$ cat config.mk
export PLATFORM = sky130hd
export DESIGN_NAME = sleep_plane_ctrl
export DESIGN_NICKNAME = d
export VERILOG_FILES = /design/src/rtl/sleep_plane_pkg.sv /design/src/rtl/req_sync.sv /design/src/rtl/req_filter.sv /design/src/rtl/sleep_fsm.sv /design/src/rtl/plane_dec.sv /design/src/rtl/sleep_plane_ctrl.sv
export SDC_FILE = /design/constraint.sdc
export NUM_CORES = 1
export LEC_CHECK = 0
export BUFFER_PORTS_ARGS = -buffer_cell sky130_fd_sc_hd__buf_4
export CAP_MARGIN = 5
export CORE_UTILIZATION = 45
export CTS_CLUSTER_SIZE = 20
export DETAILED_ROUTE_END_ITERATION = 12
export GPL_TIMING_DRIVEN = 0
export MAX_ROUTING_LAYER = met4
export PLACE_DENSITY = 0.66
export SKIP_LAST_GASP = 1
export SLEW_MARGIN = 20
export SYNTH_ARGS = -nofsm -noshare
export SYNTH_HDL_FRONTEND = slang
export SYNTH_SLANG_ARGS = --single-unit
$ cat constraint.sdc
create_clock -name clk -period 2.64 [get_ports clk]
set_input_delay 0.132 -clock clk [delete_from_list [all_inputs] [get_ports clk]]
set_output_delay 0.132 -clock clk [all_outputs]
set_load 0.02 [all_outputs]
$ cat src/rtl/sleep_plane_pkg.sv
package sleep_plane_pkg;
   typedef enum logic [1:0] {
      ST_ACTIVE = 2'd0,
      ST_SUSP   = 2'd1,
      ST_OFF    = 2'd2
   } pwr_state_e;

   localparam logic [1:0] CODE_ACTIVE = 2'b11;
   localparam logic [1:0] CODE_SUSP   = 2'b01;
   localparam logic [1:0] CODE_OFF    = 2'b00;
endpackage

$ cat src/rtl/req_sync.sv
module req_sync #(
   parameter int WIDTH  = 2,
   parameter int STAGES = 2
) (
   input  logic             clk,
   input  logic             rst_n,
   input  logic [WIDTH-1:0] d_i,
   output logic [WIDTH-1:0] q_o
);
   if (STAGES < 2) begin : g_bad_stages
      $error("req_sync: STAGES must be at least 2");
   end

   logic [WIDTH-1:0] pipe_q [STAGES];

   for (genvar s = 0; s < STAGES; s++) begin : g_stage
      always_ff @(posedge clk or negedge rst_n) begin
         if (!rst_n) pipe_q[s] <= '1;
         else if (s == 0) pipe_q[s] <= d_i;
         else pipe_q[s] <= pipe_q[(s == 0) ? 0 : s-1];
      end
   end

   assign q_o = pipe_q[STAGES-1];
endmodule

$ cat src/rtl/req_filter.sv
module req_filter #(
   parameter int FILT_CYC = 200
) (
   input  logic       clk,
   input  logic       rst_n,
   input  logic [1:0] code_i,
   output logic       vld_o,
   output logic [1:0] code_o
);
   localparam int CW = (FILT_CYC > 1) ? $clog2(FILT_CYC) : 1;
   localparam logic [CW-1:0] LIM = CW'(FILT_CYC - 1);

   if (FILT_CYC < 2) begin : g_bad_filt
      $error("req_filter: FILT_CYC must be at least 2");
   end

   logic [1:0]    cand_q;
   logic [CW-1:0] cnt_q;

   always_ff @(posedge clk or negedge rst_n) begin
      if (!rst_n) begin
         cand_q <= 2'b11;
         cnt_q  <= '0;
      end else if (code_i != cand_q) begin
         cand_q <= code_i;
         cnt_q  <= '0;
      end else if (cnt_q != LIM) begin
         cnt_q <= cnt_q + 1'b1;
      end
   end

   assign vld_o  = (cnt_q == LIM) && (code_i == cand_q);
   assign code_o = cand_q;
endmodule

$ cat src/rtl/sleep_fsm.sv
module sleep_fsm
   import sleep_plane_pkg::*;
(
   input  logic       clk,
   input  logic       rst_n,
   input  logic       hold_i,
   input  logic       req_vld_i,
   input  logic [1:0] req_code_i,
   input  logic       keep3_i,
   input  logic       keep5_i,
   output pwr_state_e state_o,
   output logic       lat3_o,
   output logic       lat5_o,
   output logic       gate_o
);
   pwr_state_e state_q, state_d;
   logic       lat3_q, lat5_q, gate_q;

   always_comb begin
      state_d = state_q;
      if (hold_i) begin
         state_d = ST_ACTIVE;
      end else if (req_vld_i) begin
         unique case (state_q)
            ST_ACTIVE: begin
               if (req_code_i == CODE_SUSP)     state_d = ST_SUSP;
               else if (req_code_i == CODE_OFF) state_d = ST_OFF;
            end
            ST_SUSP, ST_OFF: begin
               if (req_code_i == CODE_ACTIVE) state_d = ST_ACTIVE;
            end
            default: state_d = ST_ACTIVE;
         endcase
      end
   end

   always_ff @(posedge clk or negedge rst_n) begin
      if (!rst_n) begin
         state_q <= ST_ACTIVE;
         lat3_q  <= 1'b0;
         lat5_q  <= 1'b0;
         gate_q  <= 1'b1;
      end else begin
         state_q <= state_d;
         gate_q  <= hold_i;
         if (hold_i || state_q == ST_ACTIVE) begin
            lat3_q <= keep3_i;
            lat5_q <= keep5_i;
         end
      end
   end

   assign state_o = state_q;
   assign lat3_o  = lat3_q;
   assign lat5_o  = lat5_q;
   assign gate_o  = gate_q;
endmodule

$ cat src/rtl/plane_dec.sv
module plane_dec
   import sleep_plane_pkg::*;
(
   input  pwr_state_e state_i,
   input  logic       lat3_i,
   input  logic       lat5_i,
   input  logic       gate_i,
   output logic [5:0] en_o
);
   logic a3a, a3s, a5a, a5s, ma, ms;

   always_comb begin
      a3a = 1'b0; a3s = 1'b0; a5a = 1'b0; a5s = 1'b0; ma = 1'b0; ms = 1'b0;
      unique case (state_i)
         ST_ACTIVE: begin a3a = 1'b1; a5a = 1'b1; ma = 1'b1; end
         ST_SUSP:   begin a3s = 1'b1; a5s = lat5_i; ms = 1'b1; end
         ST_OFF:    begin a3s = lat3_i; a5s = lat5_i; end
         default:   ;
      endcase
   end

   assign en_o = gate_i ? 6'b0 : {a3a, a3s, a5a, a5s, ma, ms};
endmodule

$ cat src/rtl/sleep_plane_ctrl.sv
module sleep_plane_ctrl
   import sleep_plane_pkg::*;
#(
   parameter int FILT_CYC    = 200,
   parameter int SYNC_STAGES = 2
) (
   input  logic clk,
   input  logic rst_n,
   input  logic shutdown_i,
   input  logic pwr_good_i,
   input  logic slp3_n_i,
   input  logic slp5_n_i,
   input  logic aux3_keep_i,
   input  logic aux5_keep_i,
   output logic aux3_act_en_o,
   output logic aux3_sby_en_o,
   output logic aux5_act_en_o,
   output logic aux5_sby_en_o,
   output logic mem_act_en_o,
   output logic mem_sby_en_o
);
   logic [1:0] code_sync, req_code;
   logic       req_vld, hold, lat3, lat5, gate;
   pwr_state_e state_q;
   logic [5:0] en;

   assign hold = shutdown_i | ~pwr_good_i;

   req_sync #(.WIDTH(2), .STAGES(SYNC_STAGES)) u_sync (
      .clk(clk), .rst_n(rst_n), .d_i({slp3_n_i, slp5_n_i}), .q_o(code_sync));

   req_filter #(.FILT_CYC(FILT_CYC)) u_filt (
      .clk(clk), .rst_n(rst_n), .code_i(code_sync),
      .vld_o(req_vld), .code_o(req_code));

   sleep_fsm u_fsm (
      .clk(clk), .rst_n(rst_n), .hold_i(hold), .req_vld_i(req_vld),
      .req_code_i(req_code), .keep3_i(aux3_keep_i), .keep5_i(aux5_keep_i),
      .state_o(state_q), .lat3_o(lat3), .lat5_o(lat5), .gate_o(gate));

   plane_dec u_dec (
      .state_i(state_q), .lat3_i(lat3), .lat5_i(lat5), .gate_i(gate), .en_o(en));

   assign {aux3_act_en_o, aux3_sby_en_o, aux5_act_en_o,
           aux5_sby_en_o, mem_act_en_o, mem_sby_en_o} = en;
endmodule

# ---- Yosys cells after proc, flatten, opt, wreduce, memory -nomap -nowiden
# Index checks and enable logic that the tools add are counted.
dict set report word_totals {
  ff_bits 19
  in_bits 8
  out_inout_bits 6
  wordCells 42
}
dict set report classes {
  n_addsub 1
  n_eq_ne 10
  n_mux 13
  bitwise 2
  n_reduce_logical 8
}
# cell count
set op_table {}
lappend op_table {{8-bit 2-to-1 mux} 2}
lappend op_table {{2-bit 2-to-1 mux} 5}
lappend op_table {{8-bit by 1-bit adder with 8-bit output, second input constant} 1}
lappend op_table {{8-bit equality test, second input constant} 1}
lappend op_table {{8-bit inequality test, second input constant} 1}
lappend op_table {{6-bit 2-to-1 mux} 1}
lappend op_table {{2-bit by 1-bit equality test with 1-bit output, second input constant} 2}
lappend op_table {{2-bit equality test, second input constant} 2}
lappend op_table {{2-bit zero test} 2}
lappend op_table {{4-bit inequality test, second input constant} 1}
lappend op_table {{2-bit one-hot mux with 2 select lines} 1}
lappend op_table {{2-bit nonzero test} 2}
lappend op_table {{1-bit 2-to-1 mux} 3}
lappend op_table {{3-bit by 1-bit inequality test with 1-bit output, second input constant} 1}
lappend op_table {{3-bit AND reduction} 1}
lappend op_table {{2-bit equality test} 1}
lappend op_table {{2-bit inequality test} 1}
lappend op_table {{1-bit one-hot mux with 2 select lines} 1}
lappend op_table {{2-bit OR reduction} 1}
lappend op_table {{1-bit logical AND} 1}
lappend op_table {{1-bit logical OR} 1}
lappend op_table {{1-bit inverter} 1}
lappend op_table {{1-bit OR} 1}

# ---- Depth between registers and ports, before layout
# Gate-level depths: netlist of the first run.
dict set report logic_depth {
  depth_word 6
  ltp_mapped 5
  depth_no_buf 5
}

# ---- Cells and area by module
# From an unflattened synthesis of the first run, not the netlist that was laid out.
dict set report unflattened {
  cells_unflattened 89
  hier_area_um2 950.9
}
# module n_inst cells_each area_each_um2 seq_area_each_um2
set by_module_without_submodules {}
lappend by_module_without_submodules {req_filter 1 50 498.0 252.7}
lappend by_module_without_submodules {sleep_fsm 1 20 232.7 126.4}
lappend by_module_without_submodules {req_sync 1 6 120.1 105.1}
lappend by_module_without_submodules {plane_dec 1 12 93.8 0.0}
lappend by_module_without_submodules {sleep_plane_ctrl 1 1 6.3 0.0}

# ---- Worst setup path after synthesis of the first run
# No wires, ideal clock.
dict set report synth_timing {
  path_kind {register to register}
  start {reg u_filt.cnt_q[0]}
  end {reg u_fsm.state_q[0], in the netlist u_fsm.state_o[0]}
  setup_time_ns 0.079
  arrival_ns 1.369
  t_required_ns 2.561
  setup_slack_ns 1.191
  stages_incl_launch_ff 6
  path_buffers 0
  synth_period_minus_slack_ns 1.449
  path_cell_list {dfrtp_1 ha_1 nand4_2 nor4_4 and3b_4 mux2i_1}
}
dict set report synth_via {
  elab_chain_cells 4
}
# element line
set synth_rtl {}
lappend synth_rtl {{from (decl)} req_filter.sv:18} ;# logic [CW-1:0] cnt_q;
lappend synth_rtl {{from (signal assigned)} req_filter.sv:28} ;# cnt_q <= cnt_q + 1'b1;
lappend synth_rtl {{8-bit equality test} req_filter.sv:32} ;# assign vld_o = (cnt_q == LIM) && (code_i == cand_q);
lappend synth_rtl {{1-bit logical AND} req_filter.sv:32}
lappend synth_rtl {{2-bit nonzero test (no line)} -}
lappend synth_rtl {{3-bit AND reduction (no line)} -}
lappend synth_rtl {{to (signal assigned)} sleep_fsm.sv:44} ;# state_q <= state_d;
lappend synth_rtl {{to (decl)} sleep_fsm.sv:16} ;# pwr_state_e state_q, state_d;
# Every way passes these cells.
# A chain may end at the register's enable or synchronous reset.

# ---- Final worst setup path of the first run
dict set report layout_timing {
  start {reg u_fsm.state_q[0], in the netlist u_fsm.state_o[0]}
  end {out mem_act_en_o}
}
dict set report layout_via {
  elab_chain_cells 3
}
# element line
set layout_rtl {}
lappend layout_rtl {{2-bit zero test} plane_dec.sv:14} ;# unique case (state_i)
lappend layout_rtl {{1-bit 2-to-1 mux} plane_dec.sv:14}
lappend layout_rtl {{6-bit 2-to-1 mux} plane_dec.sv:22} ;# assign en_o = gate_i ? 6'b0 : {a3a, a3s, a5a, a5s, ma, ms};
lappend layout_rtl {{to (decl)} sleep_plane_ctrl.sv:19} ;# output logic mem_act_en_o,
# Every way passes these cells.

==> impl_results.md, run 1 <==
* Status: finished clean
* RR Startpoint: u_filt.cnt_q[0]
* Dpl hpwl at 1080 um
* Hold crit path type: primary input to flop
* Syn nets at around 90
* Core box area at approximately 1800 sq um
* CTS tree: yes
* Number of global-route vias before repair at 584
* Gr busiest metal: met2
* CP Launch Point: u_fsm.state_o[0]
* Psw at ~0.12 mW
* Die ar. at 2200 sq um
* CTS buffer count at 3
* Clk Latency, worst-skew pair at between 0.2 and 0.3 ns
* Initial Util at between 50% and 60%
* Post-CTS Hold Buffers at 3
* Final Max Slew Viols at 0
* Post-layout min period at 1.70 ns
* Critical-path maximum fanout at 5
* PortBufs at 13
* Max clock buf depth at 2
* Share of layout cells above drive strength 1 at around a third
* FP Rows at 15
* Lkg Pwr at between 0.4 and 0.5 nW
* Gpl congestion at between 0.7 and 0.8
* Async S/R FF share, synth at 100%
* Top FF cell, synth: dfrtp_1
* Leading post-synthesis cells by cell area: dfrtp_1 (33%), dfstp_2 (20%), ha_1 (5.5%)
* Antenna diodes at 0
* P per Cell Area at roughly 460 nW/um^2
* GR Util met1 at 23.0%
* Register area share after synthesis at 53.5%
* Worst Setup Slack, final at between 0.9 and 1 ns
* Peak Freq at 590 MHz
* Setup violations, final at 0
* Ys Warns at 0
* Largest net degree at the start of global routing at 20
* #FFs+latches synth at 19
* Post-synth cell types at 29
* Placement Setup Slack at roughly 0.98 ns
* Setup TNS at 0 ns
* Synth top area share at 33.1%
* Antenna-violating nets left at 0
* Initial antenna violation count at 0
* Clock share of power at 28.4%
* Hold Crit Start: aux5_keep_i
* CP required at about 2.5 ns
* Final hold vios at 0
* Max_slew headroom at 72.3%
* Vias per inst at roughly 5
* Boundary pin count at 14
* DR vias at between 600 and 700
* Internal power at roughly 0.39 mW
* Die width at ~47 um
* Combinational share of power at 9.5%
* Post-synth EDFFs at 0
* Area Growth Syn to Fin at 20.4%
* Nature of the critical path endpoint: primary output
* DR DRC count at 0
* Final period utilization at between 60% and 70%
* Synth Cell Area at between 900 and 1000 sq um
* DRT Wirelength at 1470 um
* Drt pass-1 iters at 4
* Synth Instances at between 70 and 80
* CP Launch Type: flop
* GR Util met2 at approximately a quarter
* RSZ-0062 raised after global routing: no
* CTS clk-pin slew, worst paths at about 0.10 ns
* Height of the die at between 40 and 50 um
* Seq pwr share at approximately 62%
* GRT Residual Overflow at 0
* GRT Resource Usage Total at roughly 18%
* Sw Ratio at roughly 23%
* CTS H-tree depth at 1
* DR iter-0 viols at 9
* Crit Path Category: flop to primary output
* # fillers at between 150 and 200
* Met3 GRT Util at 5.77%
* Nets at between 100 and 150
* First-pass GRT wire length at 2520 um
* Post-CTS setup buffers at 0
* Post-synth top area cell: dfrtp_1
* Per-instance average area after synthesis at roughly 11 sq um
* Worst-Margin Slew at between 0.4 and 0.5 ns
* # clock sinks at 19
* Worst VDD drop at 0.359 mV
* Arr. time, crit path at approximately 1.6 ns
* Max Cap Violations at 0
* Root buffer cell: clkbuf_4
* Wirelength per Cell at approximately 12 um
* Cells resized by post-CTS repair at 0
* Clock Skew at around 0.0050 ns
[through the flow]
stage / area (sq um) / util [%] / instances / total power, mW / hold slack, ns
6_report: 1090 / 60.6 / 124 / 0.505 / 0.0626
5_1_grt: 1090 / 60.6 / 124 / 0.536 / 0.0420
4_1_cts: 1090 / 60.6 / 124 / 0.514 / 0.0523
3_5_place_dp: 1030 / 57.4 / 117 / 0.364 / 0.0187
3_3_place_gp: 1030 / 57.4 / 117 / 0.363 / 0.0176
2_1_floorplan: 906 / - / 79 / 0.341 / -0.164
[worst paths after layout]
kind                       slack [ns]          endpoint  depth (start not counted)
setup / recovery                 0.94      mem_act_en_o                          5
hold / removal                   0.06      u_fsm.lat5_o                          2
setup reg to reg                 0.99  u_fsm.state_o[0]                          5
hold reg to reg                  0.37     u_sync.q_o[0]                          0
max in group asynchronous        2.14      u_fsm.gate_o                          2
min in group asynchronous        0.24      u_fsm.lat5_o                          2
[cell usage after synthesis (2+ instances only)]
library cell,count
xor2_1,3
dfstp_2,7
nor2b_1,3
nand3_1,4
buf_4,2
dfrtp_1,12
inv_1,3
nand2_1,4
nor2_1,9
mux2_2,2
clkbuf_1,2
xnor2_1,4
ha_1,4
a21oi_1,2
nor3_1,2
mux2i_1,3
[routing by layer]
metal	wire, um	share of wire (%)	vias up
met4	19	1.3	0
met2	676	46	13
met3	59	4.0	2
met1	714	49	292
li1	-	-	308
met5	0	0	-
[area by class of cell]
| type | count | area [sq um] | area share [%] |
|---|---|---|---|
| plain buffers | 4 | 22.5 | 2.06 |
| clock buffers | 4 | 26.3 | 2.41 |
| inverters | 3 | 11.3 | 1.03 |
| multi-input cells | 53 | 388 | 35.6 |
| flip-flops and latches | 19 | 484 | 44.4 |
| well taps | 25 | 31.3 | 2.87 |
| repair buffers | 16 | 128 | 11.7 |
[cells in the final DEF, fill, tap and decap left out, types with 3 or more instances in the layout]
cell type / instances
buf_4: 15
nor2_1: 9
mux2i_1: 3
inv_1: 3
xor2_1: 3
dlygate4sd3_1: 3
dfrtp_1: 12
ha_1: 4
dfstp_2: 7
nand3_1: 4
nand2_1: 4
clkbuf_4: 3
xnor2_1: 4
clkbuf_1: 3
nor2b_1: 3
[power groups by stage]
stage                     Clock, mW  Combinational [mW]  Sequential, mW
after floorplan                   0              0.0245           0.317
after global placement            0              0.0447           0.318
after detailed placement          0              0.0453           0.319
after CTS                     0.151              0.0490           0.313
after global routing          0.166              0.0546           0.315
final                         0.144              0.0480           0.313
[critical path, stage by stage (launching register included)]
cell and delay (ns):
dfrtp_1 0.42, inv_1 0.09, ha_1 0.23, nor2b_1 0.25, buf_4 0.15, buf_4 0.12
[state kept, by name (all words and copies together) (netlist names)]
register and count:
u_filt.code_o 2, u_fsm.lat5_o 1, u_fsm.lat3_o 1, u_sync.pipe_q 2, u_fsm.gate_o 1, u_sync.q_o 2
u_filt.cnt_q 8, u_fsm.state_o 2
[logic make-up (layout without fill, tap and decap cells)]
| family | after synthesis | in the layout | share of synthesized area [%] |
|---|---|---|---|
| buf+inv | 7 | 27 | 3.73 |
| compound gates | 4 | 4 | 2.49 |
| xor+xnor | 7 | 7 | 6.77 |
| flops | 19 | 19 | 53.5 |
| fa+ha+maj | 4 | 4 | 5.53 |
| mux | 5 | 5 | 5.80 |
| simple gates | 33 | 33 | 22.2 |
No activity file was read; power rests on OpenSTA's default activity.
==> run 2: changes to the inputs <==
- PLACE_DENSITY: 0.66 -> 0.68
- clock period: 2.64 -> 1.4 ns (I/O delays scaled with it)
==> run 2 against run 1 <==
Compared with the run above: the flow now finishes with violations (setup timing); combinational power up 150%; total power grew 96%; die area unchanged; flip-flop and latch count unchanged; critical path type unchanged; global-route usage fell by 1.8 points; final cell count is 7.3% higher; non-clock buffer count increased by 9; critical endpoint is now aux5_act_en_o; clock skew rose by 0.0014 ns; clock power is 94% higher.
==> impl_results.md, run 2 (synthesized netlist as in run 1, its figures left out) <==
* Share of layout cells above drive strength 1 at between 40% and 50%
* Commonest non-fill, non-tap cell in the layout: buf_4
* FF+latch area at about 480 sq um
* Dpl cells at 117
* Worst Setup Slack, final at -0.0261 ns
* Commonest cells after routing, fill and taps aside: buf_4 (17), dfrtp_1 (12), nor2_1 (8), dfstp_2 (7)
* DR WL met3 at approximately 34 um
* Root buffer cell: clkbuf_4
* DR iter-0 viols at 11
* DRT Wirelength at roughly 1600 um
* PortBufs at 13
* DR DRC count at 0
* DR vias at around 640
* # clock sinks at 19
* Reg with most FFs: u_filt.cnt_q
* Max clock buf depth at 2
* Boundary pin count at 14
* Core box area at between 1500 and 2000 sq um
* CTS buffer count at 3
* Final Non-Filler Cells at ~130
* Max Cap Violations at 0
* Area Growth Syn to Fin at 36.5%
* CP Launch Type: flop
* Antenna diodes at 0
* Clk Latency, worst-skew pair at a little under 0.3 ns
* GRT Resource Usage Total at about 16%
* Worst VDD drop at ~0.65 mV
* Max_slew headroom at about four fifths
* Critical-path maximum fanout at 3
* Lkg Pwr at around 0.54 nW
* Setup TNS at -0.0687 ns
* Placement Setup Slack at -0.184 ns
* Status: finished with violations
* # fillers at 149
* Die width at 46.9 um
* CP Launch Point: u_fsm.state_o[0]
* Number of global-route vias before repair at about 530
* Final period utilization at 102%
* Area of the multi-input gates at ~440 sq um
* Initial Util at about 50%
* RSZ-0062 raised after global routing: yes
* Hold crit path type: primary input to flop
* Clock Skew at 0.00640 ns
* Crit Path Category: flop to primary output
* P per Cell Area at around 800 nW/um^2
* Die ar. at ~2200 sq um
* Nets at approximately 120
* Height of the die at roughly 47 um
* CP required at roughly 1.3 ns
* Hold Crit Start: shutdown_i
* Worst-Margin Slew at 0.294 ns
* Initial antenna violation count at 0
* Met1 wire length at 780 um
* GRT Residual Overflow at 0
* Final hold vios at 0
* CTS tree: yes
* Top Layer Used: met4
* CTS H-tree depth at 1
* Final Max Slew Viols at 0
* Peak Freq at about 700 MHz
* Nature of the critical path endpoint: primary output
* Setup violations, final at 3
* Drt pass-1 iters at 4
* Vias per inst at 4.78
* Antenna-violating nets left at 0
* First-pass GRT wire length at ~2300 um
* RR Startpoint: u_fsm.state_o[0]
* FP Rows at 15
* Arr. time, crit path at between 1 and 1.5 ns
* Dpl hpwl at between 1000 and 1500 um
* Post-layout min period at approximately 1.4 ns
* Met2 Routed Length at between 700 and 800 um
* Gpl congestion at ~0.72
* Max reg flops at 8
* Violations in the final reports: setup timing
* Largest net degree at the start of global routing at 20
* CTS clk-pin slew, worst paths at 0.11 ns
* Wirelength per Cell at 12.2 um
## run 2: critical path, cell delays in order, from the launching register on
cell and delay (ns):
dfrtp_1 0.43, inv_2 0.10, ha_4 0.15, nor2b_4 0.18, buf_6 0.11, buf_6 0.10
## run 2: what timing repair did
action | 4_1_cts | 5_1_grt
pin swaps | 5 | 3
hold buffers | 3 | 2
gates resized for setup | 12 | 4
endpoints found under the hold margin | 21 | 2
buffers inserted | 7 | 0
setup endpoints to repair | 10 | 12
## run 2: report_power, final
group | total (mW) | switching, mW | internal [mW]
logic | 0.119 | 0.0524 | 0.0670
clock network | 0.279 | 0.168 | 0.111
registers | 0.592 | 0.0164 | 0.576
total | 0.990 | 0.237 | 0.753
## run 2: layer usage
layer | track usage (%) | vias up
li1 | - | 323
met1 | 21.3 | 301
met2 | 23.9 | 10
met3 | 3.46 | 2
met4 | 5.14 | 0
met5 | - | -
## run 2: final timing paths
path	slack, ns	endpoint	cells after the start
hold reg to reg	0.36	u_sync.q_o[1]	0
setup reg to reg	0.04	u_fsm.lat5_o	5
min in group asynchronous	0.17	u_filt.cnt_q[1]	2
hold / removal	0.09	u_fsm.state_o[1]	4
setup / recovery	-0.03	aux5_act_en_o	5
max in group asynchronous	0.97	u_fsm.gate_o	2
## run 2: area by class of cell
class                   instances  area share, %
plain buffers                   4           2.43
clock buffers                   4           2.13
inverters                       3          0.911
multi-input cells              53           35.7
flip-flops and latches         19           39.2
well taps                      25           2.53
repair buffers                 25           17.1
## run 2: stage by stage
stage | utilization [%] | power [mW] | hold WS (ns) | cell area (sq um)
floorplan | - | 0.644 | -0.226 | 908
global placement | 57.6 | 0.684 | -0.0447 | 1040
detailed placement | 57.6 | 0.686 | -0.0458 | 1040
CTS | 66.7 | 0.983 | 0.00482 | 1200
global route | 68.6 | 1.03 | 0.0829 | 1240
finish | 68.6 | 0.990 | 0.0896 | 1240
==> run 3: changes to the inputs <==
- clock period: 1.4 -> 1.1 ns (I/O delays scaled with it)
==> run 3 against run 2 <==
Compared with the run above: the run still ends with setup timing left; die area unchanged; combinational power grew 41%; critical path depth unchanged; flip-flop and latch count did not move; critical endpoint unchanged; largest cell class is now multi-input combinational cells; highest routed layer unchanged.
==> impl_results.md, run 3 (synthesized netlist as in run 1, its figures left out) <==
* Worst VDD drop at between 0.9 and 1 mV
* Worst Path Buf+Inv at 3
* Final Non-Filler Cells at around 140
* Combinational share of power at a little over an eighth
* CP Launch Type: flop
* Arr. time, crit path at ~1.4 ns
* Commonest non-fill, non-tap cell in the layout: buf_4
* Stages on worst setup path at 5
* Setup TNS at -3.94 ns
* Hold Crit Start: shutdown_i
* CTS buffer count at 3
* Clock Skew at 0.00422 ns
* Dpl cell area at about 1100 sq um
* Boundary pin count at 14
* PortBufs at 13
* Commonest cells after routing, fill and taps aside: buf_4 (18), dfrtp_1 (10), buf_6 (9), dfstp_2 (7), nor2_1 (6)
* Setup violations, final at 17
* Sw Ratio at between 20% and 30%
* RSZ-0062 raised after global routing: yes
* Area Growth Syn to Fin at 50.4%
* Nets at about 130
* Post-layout min period at ~1.4 ns
* Initial Util at between 50% and 60%
* Final hold vios at 0
* Antenna diodes at 0
* Internal power at between 0.9 and 1 mW
* # clock sinks at 19
* GRT Resource Usage Total at approximately a fifth
* Status: finished with violations
* CP dominant cell by count: buf_6
* Die ar. at 2200 sq um
* Clock share of power at around 28%
* Max clock buf depth at 2
* Largest net degree at the start of global routing at 20
* P per Cell Area at a little over 900 nW/um^2
* Hold crit path type: primary input to flop
* DRT Wirelength at roughly 1800 um
* Max reg flops at 8
* Root buffer cell: clkbuf_4
* Violations in the final reports: setup timing
* # fillers at 116
* Psw at between 0.3 and 0.4 mW
* DR vias at approximately 700
* CP required at ~1.0 ns
* Worst-path cell chain: inv_2 > ha_4 > nor2b_4 > buf_6 > buf_6
* FF-to-FF setup slack at -0.31 ns
* Critical Path Slowest Stage Cell: dfrtp_1
* Share of layout cells above drive strength 1 at between 50% and 60%
* Die width at approximately 47 um
* Crit Path Category: flop to primary output
* DR iter-0 viols at 8
* Seq pwr share at between 50% and 60%
* Nature of the critical path endpoint: primary output
* RR Startpoint: u_filt.cnt_q[2]
* Clk Latency, worst-skew pair at approximately 0.3 ns
* Gpl congestion at about 0.74
* Hold path cells at 3
* Final Max Slew Viols at 0
* Wirelength per Cell at about 13 um
* First-pass GRT wire length at roughly 2800 um
* Height of the die at 46.9 um
* Delay-heaviest family, CP: flip-flops
* Worst Setup Slack, final at -0.335 ns
* Worst-Margin Slew at a little over 0.3 ns
* Peak Freq at between 600 and 700 MHz
* Critical-path maximum fanout at 3
* Reg with most FFs: u_filt.cnt_q
* CTS H-tree depth at 1
* Final period utilization at 130%
* WHS Endpoint: u_fsm.gate_o
* CTS tree: yes
* Antenna-violating nets left at 0
* GRT Residual Overflow at 0
* Max_slew headroom at between 70% and 80%
* Number of global-route vias before repair at slightly below 700
* CTS clk-pin slew, worst paths at around 0.11 ns
* Vias per inst at around 5.0
* Max Cap Violations at 0
* Dpl hpwl at between 1000 and 1500 um
* R2R depth at 5
* Post-Layout Inst Area at roughly 1400 sq um
* Hold_ws at about 0.055 ns
* RR Endpoint: u_filt.cnt_q[1]
* FP Rows at 15
* CP Launch Point: u_fsm.state_o[1]
* Dpl cells at 117
* Initial antenna violation count at 0
* DR DRC count at 0
* Lkg Pwr at around 0.58 nW
* Core box area at 1800 sq um
* CP max stage delay at between 0.4 and 0.5 ns
* Drt pass-1 iters at 4
==> run 3: cell count changes in the layout (fill, tap and decap cells not counted), moves of 2 or more <==
cell	delta
buf_6	+4
nor3_2	+2
nor2_2	+2
nand3_2	+2
nor3_1	-2
nand3_1	-2
mux2_4	+2
dfrtp_1	-2
nor2_1	-2
mux2_2	-2
dfrtp_2	+2
==> run 3: final cells by class <==
cell class                 instances  area, sq um  area share, %
clock buffer                       3         22.5           1.65
clock inverter                     1         5.00          0.367
inverter                           3         11.3          0.826
buffer                             4         30.0           2.20
multi-input combinational         53          512           37.6
tap                               25         31.3           2.30
sequential                        19          487           35.7
timing repair buffer              30          264           19.4
==> run 3: worst max-delay path by stage <==
stage	slack [ns]	endpoint
3_3_place_gp	-0.49	u_fsm.state_o[1]
3_5_place_dp	-0.53	u_fsm.state_o[1]
5_1_grt	-0.41	u_filt.cnt_q[1]
2_1_floorplan	-0.34	u_fsm.state_o[0]
6_report	-0.33	aux5_act_en_o
4_1_cts	-0.39	u_filt.cnt_q[1]
==> run 3: power groups by stage <==
stage / Clock, mW / Sequential, mW / Combinational (mW)
finish: 0.352 / 0.755 / 0.168
detailed placement: 0 / 0.767 / 0.112
floorplan: 0 / 0.762 / 0.0637
CTS: 0.357 / 0.754 / 0.155
global placement: 0 / 0.766 / 0.112
global route: 0.385 / 0.759 / 0.186
==> run 3: routing by layer <==
layer  part of all wire, %  global-route usage [%]
met1                    48                    23.9
met2                    48                    32.2
met3                   2.5                    2.31
met4                  0.99                    6.86
met5                     0                       -
==> run 3: through the flow <==
step	util, %	setup slack, ns	power (mW)
floorplan	-	-0.336	0.826
global placement	59.8	-0.489	0.877
detailed placement	59.8	-0.528	0.879
CTS	71.9	-0.391	1.27
global route	75.6	-0.405	1.33
finish	75.6	-0.335	1.27
==> run 3: repair_timing <==
action | 4_1_cts | 5_1_grt
pin swaps | 8 | 10
buffers inserted | 11 | 3
hold buffers | 5 | 0
resized for setup | 11 | 16
endpoints found under the hold margin | 23 | 0
setup endpoints to repair | 15 | 18
==> run 3: worst register-to-register path: cells and delay by family (launching register included) <==
| family | cells | cell delay [ns] |
|---|---|---|
| buffers and inverters | 1 | 0.21 |
| muxes | 1 | 0.18 |
| and+or+nand+nor | 3 | 0.41 |
| DFF | 1 | 0.52 |
